<file path="src/rtl/piece_picker_pkg.sv">
// Package: shared widths, constants and helpers for the piece selector.
// Assumes a 7-bit register with feedback taps at bits 6 and 5.
package piece_picker_pkg;

    localparam int unsigned STATE_W    = 7;
    localparam int unsigned PIECE_W    = 3;
    localparam int unsigned NUM_PIECES = 7;
    localparam int unsigned TAP_HI     = STATE_W - 1;
    localparam int unsigned TAP_LO     = STATE_W - 2;
    localparam logic [STATE_W-1:0] SEED_FALLBACK = 7'b1001101;

    typedef logic [STATE_W-1:0] rng_t;
    typedef logic [PIECE_W-1:0] piece_t;

    // Fold a raw code onto the legal piece range by removing one range width.
    function automatic piece_t fold_code(input piece_t raw);
        if (raw >= piece_t'(NUM_PIECES)) begin
            return raw - piece_t'(NUM_PIECES);
        end
        return raw;
    endfunction

endpackage

</file>
<file path="src/rtl/seed_counter.sv">
// Seed counter: free-running up-counter that is never cleared by reset.
// Assumes a power-up value of zero; it wraps naturally at its width.
module seed_counter
    import piece_picker_pkg::*;
#(
    parameter int unsigned W = STATE_W
) (
    input  logic         clk,
    output logic [W-1:0] count
);

    logic [W-1:0] count_q = '0;

    // Advance on every edge, regardless of reset.
    always_ff @(posedge clk) begin
        count_q <= count_q + W'(1);
    end

    assign count = count_q;

endmodule

</file>
<file path="src/rtl/lfsr_core.sv">
// Fibonacci shift register: steps left every edge, loads a seed on reset.
// Assumes the caller guarantees a non-zero seed (see zero guard in top).
module lfsr_core
    import piece_picker_pkg::*;
#(
    parameter int unsigned W  = STATE_W,
    parameter int unsigned HI = TAP_HI,
    parameter int unsigned LO = TAP_LO
) (
    input  logic         clk,
    input  logic         rst_n,
    input  logic [W-1:0] seed,
    output logic [W-1:0] state
);

    logic [W-1:0] state_q;
    logic [W-1:0] next_state;

    // Feedback bit enters at the LSB.
    assign next_state[0] = state_q[HI] ^ state_q[LO];

    // Each higher bit takes its lower neighbour.
    for (genvar b = 1; b < W; b++) begin : g_shift
        assign next_state[b] = state_q[b-1];
    end

    // Seed during reset, otherwise step.
    always_ff @(posedge clk) begin
        if (!rst_n) begin
            state_q <= seed;
        end else begin
            state_q <= next_state;
        end
    end

    assign state = state_q;

endmodule

</file>
<file path="src/rtl/piece_latch.sv">
// Piece capture register: folds low state bits into range and holds them
// from one spawn request to the next. Reset wins over a coincident request.
module piece_latch
    import piece_picker_pkg::*;
#(
    parameter int unsigned PW = PIECE_W
) (
    input  logic          clk,
    input  logic          rst_n,
    input  logic          capture,
    input  logic [PW-1:0] raw_code,
    output logic [PW-1:0] piece,
    output logic          valid
);

    logic [PW-1:0] folded;
    logic [PW-1:0] piece_q;
    logic          valid_q;

    // Map the raw code onto 0..NUM_PIECES-1.
    always_comb begin
        folded = fold_code(raw_code);
    end

    // Capture on request, clear on reset.
    always_ff @(posedge clk) begin
        if (!rst_n) begin
            piece_q <= '0;
            valid_q <= 1'b0;
        end else if (capture) begin
            piece_q <= folded;
            valid_q <= 1'b1;
        end
    end

    assign piece = piece_q;
    assign valid = valid_q;

endmodule

</file>
<file path="src/rtl/piece_picker_top.sv">
// Top of the piece selector: seed counter, zero-seed guard, shift register
// and capture register. Assumes spawn_req is synchronous to clk.
module piece_picker_top
    import piece_picker_pkg::*;
#(
    parameter int unsigned SW = STATE_W,
    parameter int unsigned PW = PIECE_W,
    parameter logic [SW-1:0] FALLBACK = SEED_FALLBACK
) (
    input  logic          clk,
    input  logic          rst_n,
    input  logic          spawn_req,
    output logic [PW-1:0] piece_id,
    output logic          piece_valid,
    output logic [SW-1:0] rng_state
);

    logic [SW-1:0] cnt;
    logic [SW-1:0] seed;
    logic [SW-1:0] state;

    seed_counter #(.W(SW)) u_cnt (
        .clk   (clk),
        .count (cnt)
    );

    // Zero guard: substitute the fixed seed when the counter reads zero.
    always_comb begin
        seed = (cnt == '0) ? FALLBACK : cnt;
    end

    lfsr_core #(.W(SW), .HI(SW-1), .LO(SW-2)) u_lfsr (
        .clk   (clk),
        .rst_n (rst_n),
        .seed  (seed),
        .state (state)
    );

    piece_latch #(.PW(PW)) u_latch (
        .clk      (clk),
        .rst_n    (rst_n),
        .capture  (spawn_req),
        .raw_code (state[PW-1:0]),
        .piece    (piece_id),
        .valid    (piece_valid)
    );

    assign rng_state = state;

endmodule

</file>
<file path="config.mk">
export PLATFORM = sky130hd
export DESIGN_NAME = piece_picker_top
export DESIGN_NICKNAME = d
export VERILOG_FILES = /design/src/rtl/piece_picker_pkg.sv /design/src/rtl/seed_counter.sv /design/src/rtl/lfsr_core.sv /design/src/rtl/piece_latch.sv /design/src/rtl/piece_picker_top.sv
export SDC_FILE = /design/constraint.sdc
export NUM_CORES = 1
export LEC_CHECK = 0
export ABC_AREA = 1
export CAP_MARGIN = 5
export CELL_PAD_IN_SITES_DETAIL_PLACEMENT = 2
export CELL_PAD_IN_SITES_GLOBAL_PLACEMENT = 2
export CORE_MARGIN = 1
export CORE_UTILIZATION = 30
export DETAILED_ROUTE_END_ITERATION = 12
export PLACE_DENSITY_LB_ADDON = 0.08
export SLEW_MARGIN = 20
export SYNTH_ARGS = -nofsm -noshare
export SYNTH_HDL_FRONTEND = slang
export SYNTH_HIERARCHICAL = 1
export SYNTH_SLANG_ARGS = --single-unit
export TNS_END_PERCENT = 100
</file>
<file path="constraint.sdc">
create_clock -name clk -period 1.9 [get_ports clk]
set_input_delay 0.19 -clock clk [delete_from_list [all_inputs] [get_ports clk]]
set_output_delay 0.19 -clock clk [all_outputs]
set_load 0.005 [all_outputs]
</file>
==> implementation parameters <==
Parameter                              Value

CTS
  Post-CTS Repair Setup Buffers    0
  Root cell of the clock tree    sky130_fd_sc_hd__clkbuf_4
  Num CTS Buffers    3
  Number of resized instances in the post-cts repair step    0
  Number of H-tree branching levels    1
  TritonCTS clock tree    done
  Cts-stage hold buffer count    0
  Clock latency on the worst-skew pair    0.30 ns
  Clock Pin Slew Worst Setup and Hold Paths    0.11 ns
  Maximum count of clock buffers along a single path    2
  TritonCTS Sinks    18

Setup path
  Worst flop-to-flop path startpoint    u_lfsr/state[1]
  Cell count of the worst reg-to-reg path    7
  Capturing point of the worst reg2reg path    u_latch/piece[2]
  Cells along the critical path    clkdlybuf4s50_1
  Minimum setup slack among reg-to-reg paths    0.57 ns
  Crit Path Class    flip-flop to primary output
  Kind of launch point of the worst setup path    flip-flop
  Largest fanout on the critical path    7
  Maximum single-stage delay on the critical path    0.55 ns
  Crit path arrival time    1.31 ns
  Top Family by Delay on Critical Path    buffers and inverters
  Worst path bufs/invs    1
  Required time of the critical path    1.71 ns
  Standard cell with the maximum stage delay on the critical path    sky130_fd_sc_hd__clkdlybuf4s50_1
  Crit. End Element    primary output
  Beginning of the critical path    u_lfsr/state[1]

Die
  Num rows    18
  Initial core utilization    32.0%
  Placeable core area    0.00252 mm²
  Die boundary height    53.9 µm
  Number of I/O pins    14
  Die area    0.00291 mm²
  Die Wd    53.9 µm

Global route
  Wire length of the first global-routing pass    3.31 mm
  Pin count of the biggest net entering global routing    11
  GRT Resource Usage Total    16.4%
  Antenna violations before repair    0
  Vias in the first global route    767
  Total grt overflow    0

Layout
  Post-Layout Cell Count    157
  Most common cell after layout, fill and taps aside    sky130_fd_sc_hd__nand2_1
  Antenna Diode Count    0
  Fill cell total of the finished layout    320
  Fraction of final layout cells with drive strength greater than 1    7.09%
  Leading cell types in the layout, fill and taps excluded    36 x sky130_fd_sc_hd__nand2_1, 18 x sky130_fd_sc_hd__dfxtp_1, 15 x sky130_fd_sc_hd__inv_1
  Flip-flop and latch area    360 µm²
  Area taken by multi-input logic gates    373 µm²
  Net count of the finished layout    134
  Area added between synthesis and finish    23.8%

Status
  Status    completed

STA
  Final-report setup violation count    0
  Setup repair after global routing missed its margin    false
  Final Hold Fails    0
  Final sum of negative setup slack    0 ns
  F_max    667 MHz
  Worst slew margin relative to its limit    73.9%
  Max-slew violation total from the final report    0
  Final critical path time including I/O delays and setup    1.50 ns
  Worst Tran Pin Value    0.390 ns
  Max Clock Skew    0.00552 ns
  Period Utilization, post-route    78.9%
  Hold Slack    0.466 ns

Power
  P_leak    0.408 nW
  Post-layout total power    0.659 mW
  Maximum vdd ir drop    0.277 mV
  Power density normalized to cell area    658 mW/mm²

Synth
  Post-synth cell types    18
  Mean instance size in the synthesized netlist    7.15 µm²
  Number of synthesized register bits    18
  Post-Synthesis Cell Area    808 µm²
  Post-synth EDFFs    0
  Count of synthesis-stage warnings from yosys    6
  Proportion of synthesized flip-flops having asynchronous set or reset    0%
  Net count after synthesis    119
  Fraction of the yosys area taken by sequential cells    44.6%
  Predominant post-synthesis flop cell    sky130_fd_sc_hd__dfxtp_1
  Number of cells produced by synthesis    113

Detailed routing
  Total Routed Length    2.01 mm
  Via count    726
  Average wire per cell in the routed design    12.8 µm
  Post-route DRC violation count    0
  Vias per inst    4.62
  Count of TritonRoute iterations in the first routing pass    2
  Initial DRC Count    1
  ANT nets after route    0

Hold path
  Worst hold path class    flip-flop to flip-flop
  Worst hold path depth    2
  Worst hold path startpoint    u_lfsr/state[4]
  Endpoint, Worst Hold    u_lfsr/state[5]

Placement
  Final Wtd Congestion    0.712
  Count of buffers from port buffering    13
  Cell count after placement    153
  Detail Placement HPWL    1.52 mm

Flow run
  Maximum capacitance violations    0
==> cells by family after synthesis <==
family                   share of synthesized area, %
AO/OA/AOI/OAI                                    6.65
XOR/XNOR                                         3.25
adder cells (fa/ha/maj)                          4.64
flip-flops                                       44.6
buffers and inverters                            9.29
AND/OR/NAND/NOR                                  31.6
==> state kept, by name, summed over array words and instances, names as in the netlist <==
signal and count:
u_latch/valid 1, u_lfsr/state 7, u_latch/piece 3, u_cnt/count 7
==> power breakdown <==
part / leakage, nW / total (mW) / switching [mW] / internal, mW
Clock: 0.0210 / 0.245 / 0.128 / 0.117
Combinational: 0.241 / 0.0301 / 0.0150 / 0.0151
Sequential: 0.146 / 0.384 / 0.00209 / 0.382
Total: 0.408 / 0.659 / 0.145 / 0.514
==> area by class of cell <==
type / count / area share (%)
clock buffers: 4 / 3.62
inverters: 17 / 6.38
multi-input cells: 75 / 37.3
flip-flops and latches: 18 / 36.0
well taps: 30 / 3.75
repair buffers: 13 / 13.0
==> synth_stat cells (2+ instances only) <==
cell type,n,area share [%]
sky130_fd_sc_hd__clkbuf_1,3,1.4
sky130_fd_sc_hd__dfxtp_1,18,45
sky130_fd_sc_hd__ha_1,3,4.6
sky130_fd_sc_hd__inv_1,15,7.0
sky130_fd_sc_hd__inv_2,2,0.93
sky130_fd_sc_hd__nand2_1,36,17
sky130_fd_sc_hd__nand3_1,9,5.6
sky130_fd_sc_hd__nand3_2,2,2.5
sky130_fd_sc_hd__nor2_1,11,5.1
sky130_fd_sc_hd__o21ai_1,5,3.1
sky130_fd_sc_hd__xnor2_1,2,2.2
==> per-layer routing <==
layer | global-route usage, % | wire length (µm) | vias to the layer above
met5 | 0 | 0 | -
met4 | 6.58 | 20 | 0
met3 | 3.39 | 59 | 2
met2 | 32.1 | 1060 | 8
met1 | 16.4 | 865 | 344
li1 | - | - | 372
==> tightest hold or removal path, delay by kind of cell, from the launching register on <==
kind	cells	cell delay, ns
flops	1	0.33
simple gates	2	0.11
==> worst max-delay path by stage <==
| stage | to | cells past startpoint | slack (ns) |
|---|---|---|---|
| 6_report | rng_state[1] | 1 | 0.40 |
| 3_5_place_dp | u_latch/piece[1] | 5 | 0.55 |
| 5_1_grt | rng_state[1] | 1 | 0.31 |
| 2_1_floorplan | u_latch/piece[2] | 5 | 0.72 |
| 4_1_cts | rng_state[2] | 1 | 0.36 |
| 3_3_place_gp | u_latch/piece[1] | 5 | 0.53 |
==> stage by stage <==
stage               util [%]  instance area [µm²]  setup WS [ns]
floorplan                  -                  808          0.725
global placement        38.2                  965          0.531
detailed placement      38.2                  965          0.549
CTS                     39.7                 1000          0.362
global route            39.7                 1000          0.314
finish                  39.7                 1000          0.400
Note: power is estimated with default switching activity, not from simulation.
